`config.mk`:
```
export PLATFORM = sky130hd
export DESIGN_NAME = uart_rx_wake
export DESIGN_NICKNAME = d
export VERILOG_FILES = /design/src/rtl/uart_rx_wake_pkg.sv /design/src/rtl/rx_sampler.sv /design/src/rtl/rx_idle_det.sv /design/src/rtl/rx_wake_ctrl.sv /design/src/rtl/uart_rx_wake.sv
export SDC_FILE = /design/constraint.sdc
export NUM_CORES = 1
export LEC_CHECK = 0
export BUFFER_PORTS_ARGS = -buffer_cell sky130_fd_sc_hd__buf_2
export CORE_ASPECT_RATIO = 1.25
export CORE_UTILIZATION = 29
export CTS_CLUSTER_DIAMETER = 30
export DETAILED_ROUTE_END_ITERATION = 12
export GPL_TIMING_DRIVEN = 0
export PLACE_DENSITY = 0.48
export SLEW_MARGIN = 20
export SYNTH_ARGS = -nofsm -noshare
export SYNTH_HDL_FRONTEND = slang
export SYNTH_SLANG_ARGS = --single-unit
export TNS_END_PERCENT = 1
```
`constraint.sdc`:
```
create_clock -name clk -period 2.2 [get_ports clk]
set_input_delay 0.44 -clock clk [delete_from_list [all_inputs] [get_ports clk]]
set_output_delay 0.44 -clock clk [all_outputs]
set_load 0.01 [all_outputs]
```
`src/rtl/uart_rx_wake_pkg.sv`:
```
package uart_rx_wake_pkg;
  typedef enum logic [1:0] {
    RX_IDLE,
    RX_START,
    RX_DATA,
    RX_STOP
  } rx_state_e;
endpackage

```
`src/rtl/rx_sampler.sv`:
```
module rx_sampler
  import uart_rx_wake_pkg::*;
#(
  parameter int unsigned OS = 16,
  parameter int unsigned DW = 9
) (
  input  logic          clk,
  input  logic          rst,
  input  logic          en_i,
  input  logic          tick_i,
  input  logic          line_i,
  input  logic          char9_i,
  output logic          done_o,
  output logic [DW-1:0] data_o,
  output logic          busy_o
);
  localparam int unsigned CW  = $clog2(OS);
  localparam int unsigned IW  = $clog2(DW + 1);
  localparam int unsigned MID = OS / 2 - 1;

  rx_state_e       st;
  logic [CW-1:0]   cnt;
  logic [IW-1:0]   idx;
  logic [2:0]      smp;
  logic [IW-1:0]   nbits;
  logic            maj;
  logic            last_tick;

  assign nbits     = char9_i ? IW'(DW) : IW'(DW - 1);
  assign maj       = (smp[0] & smp[1]) | (smp[0] & smp[2]) | (smp[1] & smp[2]);
  assign last_tick = (cnt == CW'(OS - 1));
  assign busy_o    = (st != RX_IDLE);

  always_ff @(posedge clk) begin
    done_o <= 1'b0;
    if (rst || !en_i) begin
      st     <= RX_IDLE;
      cnt    <= '0;
      idx    <= '0;
      smp    <= '0;
      data_o <= '0;
    end else if (tick_i) begin
      if (st == RX_IDLE) begin
        if (!line_i) begin
          st  <= RX_START;
          cnt <= '0;
        end
      end else begin
        cnt <= last_tick ? '0 : cnt + 1'b1;
        if (cnt == CW'(MID))     smp[0] <= line_i;
        if (cnt == CW'(MID + 1)) smp[1] <= line_i;
        if (cnt == CW'(MID + 2)) smp[2] <= line_i;
        if (last_tick) begin
          case (st)
            RX_START: begin
              if (maj) st <= RX_IDLE;
              else begin
                st     <= RX_DATA;
                idx    <= '0;
                data_o <= '0;
              end
            end
            RX_DATA: begin
              data_o[idx] <= maj;
              idx         <= idx + 1'b1;
              if (idx == nbits - 1'b1) st <= RX_STOP;
            end
            default: begin
              st     <= RX_IDLE;
              done_o <= maj;
            end
          endcase
        end
      end
    end
  end

  p_index_bound_r3: assert property (@(posedge clk) disable iff (rst)
    (st == RX_DATA) |-> (idx < nbits));

  p_abort_when_off_r1: assert property (@(posedge clk) disable iff (rst)
    !en_i |=> (!busy_o && !done_o));
endmodule

```
`src/rtl/rx_idle_det.sv`:
```
module rx_idle_det #(
  parameter int unsigned OS = 16,
  parameter int unsigned DW = 9
) (
  input  logic clk,
  input  logic rst,
  input  logic en_i,
  input  logic tick_i,
  input  logic line_i,
  input  logic busy_i,
  input  logic char9_i,
  output logic idle_o,
  output logic hit_o
);
  localparam int unsigned TW = $clog2((DW + 2) * OS + 1);

  logic [TW-1:0] cnt;
  logic [TW-1:0] thr;

  assign thr = char9_i ? TW'((DW + 2) * OS) : TW'((DW + 1) * OS);

  always_ff @(posedge clk) begin
    hit_o <= 1'b0;
    if (rst || !en_i || !line_i || busy_i) begin
      cnt    <= '0;
      idle_o <= 1'b0;
    end else if (tick_i && cnt != thr) begin
      cnt <= cnt + 1'b1;
      if (cnt == thr - 1'b1) begin
        idle_o <= 1'b1;
        hit_o  <= 1'b1;
      end
    end
  end

  p_idle_drop_r6: assert property (@(posedge clk) disable iff (rst)
    (!line_i && en_i) |=> !idle_o);

  p_idle_off_r1: assert property (@(posedge clk) disable iff (rst)
    !en_i |=> !idle_o);
endmodule

```
`src/rtl/rx_wake_ctrl.sv`:
```
module rx_wake_ctrl (
  input  logic clk,
  input  logic rst,
  input  logic wr_i,
  input  logic wdata_i,
  input  logic sel_i,
  input  logic hit_i,
  input  logic done_i,
  input  logic msb_i,
  output logic standby_o,
  output logic deliver_o
);
  logic wake_ev;

  assign wake_ev   = sel_i ? (done_i && msb_i) : hit_i;
  assign deliver_o = done_i && (!standby_o || (sel_i && msb_i));

  always_ff @(posedge clk) begin
    if (rst)                       standby_o <= 1'b0;
    else if (wr_i)                 standby_o <= wdata_i;
    else if (standby_o && wake_ev) standby_o <= 1'b0;
  end

  p_hold_r7: assert property (@(posedge clk) disable iff (rst)
    (standby_o && !wr_i && !done_i && !hit_i) |=> standby_o);

  p_write_r7: assert property (@(posedge clk) disable iff (rst)
    wr_i |=> (standby_o == $past(wdata_i)));
endmodule

```
`src/rtl/uart_rx_wake.sv`:
```
module uart_rx_wake #(
  parameter int unsigned OS     = 16,
  parameter int unsigned DATA_W = 9
) (
  input  logic              clk,
  input  logic              rst,
  input  logic              rx_line_i,
  input  logic              os_tick_i,
  input  logic              rx_en_i,
  input  logic              wake_sel_i,
  input  logic              standby_wr_i,
  input  logic              standby_wdata_i,
  input  logic              char9_i,
  output logic [DATA_W-1:0] rx_data_o,
  output logic              rx_valid_o,
  output logic              idle_o,
  output logic              standby_o
);
  logic [1:0]        sync_q;
  logic              line_s;
  logic              done;
  logic              busy;
  logic              hit;
  logic              deliver;
  logic              msb;
  logic [DATA_W-1:0] chr;

  always_ff @(posedge clk) begin
    if (rst) sync_q <= 2'b11;
    else     sync_q <= {sync_q[0], rx_line_i};
  end
  assign line_s = sync_q[1];

  rx_sampler #(.OS(OS), .DW(DATA_W)) u_sampler (
    .clk(clk), .rst(rst), .en_i(rx_en_i), .tick_i(os_tick_i),
    .line_i(line_s), .char9_i(char9_i), .done_o(done), .data_o(chr),
    .busy_o(busy)
  );

  rx_idle_det #(.OS(OS), .DW(DATA_W)) u_idle (
    .clk(clk), .rst(rst), .en_i(rx_en_i), .tick_i(os_tick_i),
    .line_i(line_s), .busy_i(busy), .char9_i(char9_i),
    .idle_o(idle_o), .hit_o(hit)
  );

  assign msb = char9_i ? chr[DATA_W-1] : chr[DATA_W-2];

  rx_wake_ctrl u_wake (
    .clk(clk), .rst(rst), .wr_i(standby_wr_i), .wdata_i(standby_wdata_i),
    .sel_i(wake_sel_i), .hit_i(hit), .done_i(done), .msb_i(msb),
    .standby_o(standby_o), .deliver_o(deliver)
  );

  always_ff @(posedge clk) begin
    if (rst) begin
      rx_valid_o <= 1'b0;
      rx_data_o  <= '0;
    end else begin
      rx_valid_o <= deliver;
      if (deliver) rx_data_o <= chr;
    end
  end

  p_off_quiet_r1: assert property (@(posedge clk) disable iff (rst)
    (!rx_en_i && $past(!rx_en_i)) |-> !rx_valid_o);

  p_idle_silent_r8: assert property (@(posedge clk) disable iff (rst)
    ($past(standby_o) && !$past(wake_sel_i) && !$past(standby_wr_i))
      |-> !rx_valid_o);

  p_idle_wake_r8: assert property (@(posedge clk) disable iff (rst)
    ($fell(standby_o) && !$past(standby_wr_i) && !$past(wake_sel_i))
      |-> $past(idle_o));

  p_addr_wake_r9: assert property (@(posedge clk) disable iff (rst)
    (rx_valid_o && $past(standby_o) && !$past(standby_wr_i))
      |-> (!standby_o && ($past(char9_i) ? rx_data_o[DATA_W-1]
                                         : rx_data_o[DATA_W-2])));
endmodule

```
==> flow_metrics.tcl <==
set metrics [dict create \
    fmaxAchievable_ghz 0.4977 \
    die-area_mm2 0.008747 \
    outcome "complete, but fails checks" \
    cp_max_fo 9 \
    postCtsSetupRepairBufs 0 \
    yosysMostFrequentCell "dfxtp_1" \
    drt_iter0_markers 58 \
    grtUsageTotal_pct 12.46 \
    cts_repair_resize_count 0 \
    setup-violations-final 0 \
    fin_util_pct 34.04 \
    ys_seq_area_share_pct 37.92 \
    clk_latency_ns 0.30 \
    regArea_um2 920.9 \
    drt_pass1_iterations 8 \
    clock_skew_ns 0.005454 \
    num_vias 1907 \
    insertedDiodeCount 0 \
    yosysWarnings 0 \
    hold_path_class "in -> reg" \
    synth-async-reset-ratio_pct 0 \
    clock_sinks 46 \
    gp_congestion 0.7771 \
    gr-total-overflow 0 \
    power.density_mw_per_mm2 517.1 \
    postRouteAntennaNets 0 \
    slew_headroom_pct 65.94 \
    violations "DRC" \
    timing.final.hold_violations 0 \
    ys.flop_type "dfxtp_1" \
    final_area_mm2 0.002714 \
    final.setup.tns_ns 0 \
    ctsHoldBuffers 0 \
    ys_types 50 \
    grt_pass1_vias 1789 \
    worstMarginPinSlew_ns 0.5054 \
    initial_core_util_pct 30.46 \
    cts-buffers-inserted 5 \
    grt_pass1_wl_mm 8.728 \
    finalCritPeriodShare_pct 91.33 \
    cts_max_level 2 \
    crit_arrival_ns 2.25 \
    cts_tree "yes" \
    synth_nets 294 \
    final_max_slew_viol_count 0 \
    fp.dieH_um 104.3 \
    synthCells 273 \
    crit_type "reg -> reg" \
    min_period_ns 2.009 \
    synth_top_area_share_pct 37.92 \
    p_leak_nw 1.023 \
    worstSetupEndpointType "flip-flop" \
    start_kind "flip-flop" \
    antenna_found_initial 0 \
    synth_top_area_cell "dfxtp_1" \
    port_buffers 18 \
    synthTopCellsByArea "dfxtp_1 (38%), ha_1 (6.2%), nand2b_1 (5.9%), mux2i_1 (5.4%), nand2_1 (3.6%)" \
    synth_common_cells "dfxtp_1 (46), nand2_1 (23), nand2b_1 (23), nor2_1 (20)" \
    drive_gt1_share_pct 15.15 \
    root_buffer "clkbuf_8" \
    final_nets 318 \
    num_io_pins 21 \
    max-cap-violations 0 \
    multi_input_area_mm2 0.001386 \
    placed_cell_area_mm2 0.002638 \
    syn_to_final_growth_pct 11.75 \
    finalPower_mw 1.403 \
    avgSynthCellArea_um2 8.896 \
    n_fill_cell 852 \
    die_x_um 83.85 \
    synth_edf_count 0 \
    routedWlPerCell_um 12.95 \
    syn_area_mm2 0.002429 \
    routed_via_density 4.865 \
    ir_worst_vdd_mv 0.2008 \
    coreArea_mm2 0.007973 \
    grt_start_max_net_pins 14 \
    clk_pin_slew_ns 0.08 \
    clock_path_buffers 2 \
    synth_seq_cells 46 \
    wl_mm 5.078 \
    post-route-drc-count 3 \
    rows 36 \
    cp.required_ns 2.44 \
    rsz0062_at_grt "false" \
    dp_hpwl_mm 3.795 \
]
==> path summary, 6_finish.rpt <==
kind | slack, ns | to | depth (start not counted) | startpoint
max | 0.19 | u_sampler.data_o[3]$_SDFFE_PP0P_ | 7 | u_sampler.st[1]$_SDFFE_PP0P_
max reg2reg | 0.19 | u_sampler.data_o[3]$_SDFFE_PP0P_ | 7 | u_sampler.st[1]$_SDFFE_PP0P_
min reg2reg | 0.42 | sync_q[1]$_SDFF_PP1_ | 1 | sync_q[0]$_SDFF_PP1_
min | 0.32 | sync_q[0]$_SDFF_PP1_ | 2 | rx_line_i
==> per-layer routing <==
metal	vias up	track usage, %	wire length [um]
li1	992	-	-
met1	880	14.49	2286
met2	30	22.48	2598
met3	5	2.857	129
met4	0	3.695	63
met5	-	0	0
==> area by class of cell <==
| class | count | share of cell area (%) |
|---|---|---|
| Timing Repair Buffer | 18 | 3.320 |
| Clock inverter | 1 | 0.2766 |
| Tap cell | 95 | 4.380 |
| Sequential cell | 46 | 33.93 |
| Inverter | 15 | 2.075 |
| Buffer | 11 | 2.259 |
| Multi-Input combinational cell | 200 | 51.08 |
| Clock buffer | 6 | 2.674 |
==> sequential cells by signal, summed over array words and instances, names as in the netlist <==
register and count:
u_sampler.smp 3, u_sampler.st 2, u_idle.idle_o 1, u_idle.cnt 8, u_sampler.idx 4, u_idle.hit_o 1, rx_data_o 9, u_wake.standby_o 1
u_sampler.data_o 9, rx_valid_o 1, u_sampler.cnt 4, u_sampler.done_o 1, sync_q 2
==> worst max-delay path: stages (launching register included) <==
cell      delay (ns)
dfxtp_1         0.39
inv_1           0.08
ha_1            0.20
buf_6           0.14
nand3b_4        0.22
or4_4           0.63
nor2_4          0.17
a21o_1          0.13
==> kinds of logic (layout without fill, tap and decap cells) <==
kind of cell / count (synthesis) / in the layout / share of synthesized area (%)
muxes: 14 / 14 / 5.822
adders and majority gates: 13 / 13 / 6.646
xor gates and xnor gates: 7 / 7 / 2.525
AOI/OAI and AO/OA: 61 / 61 / 17.21
DFF: 46 / 46 / 37.92
and+or+nand+nor: 105 / 105 / 24.88
buffers and inverters: 27 / 51 / 4.997
==> cell usage in the layout (no fill, tap or decap), drive strengths merged, types with 2 or more instances in the layout <==
| cell | synthesis | layout |
|---|---|---|
| mux2i | 13 | 13 |
| nand2 | 23 | 23 |
| xor2 | 6 | 6 |
| and3 | 4 | 4 |
| nor2b | 3 | 3 |
| ha | 12 | 12 |
| nand4 | 3 | 3 |
| o21ai | 15 | 15 |
| nand2b | 23 | 23 |
| o211ai | 2 | 2 |
| nor3 | 2 | 2 |
| nand3 | 5 | 5 |
| o2111ai | 2 | 2 |
| clkbuf | 6 | 11 |
| a21oi | 17 | 17 |
| nor3b | 4 | 4 |
| o41ai | 2 | 2 |
| or2 | 3 | 3 |
| nand4b | 2 | 2 |
| nand3b | 4 | 4 |
| nor2 | 22 | 22 |
| or4 | 2 | 2 |
| a21boi | 3 | 3 |
| dfxtp | 46 | 46 |
| inv | 15 | 15 |
| a21o | 10 | 10 |
| buf | 6 | 24 |
| or3 | 2 | 2 |
| o22ai | 2 | 2 |
==> stage by stage <==
stage               hold slack (ns)  setup slack [ns]  cells
finish                       0.3236            0.1908    392
global route                 0.3169            0.1062    392
CTS                          0.3152            0.1247    393
detailed placement           0.4064            0.1577    386
global placement             0.4075            0.1239    386
floorplan                    0.3895            0.3959    273
==> power breakdown <==
part	internal, mW	switching, mW
Clock	0.218	0.283
Sequential	0.836	0.00336
Combinational	0.0248	0.0377
Total	1.08	0.324
Note: power is estimated with default switching activity, not from simulation.
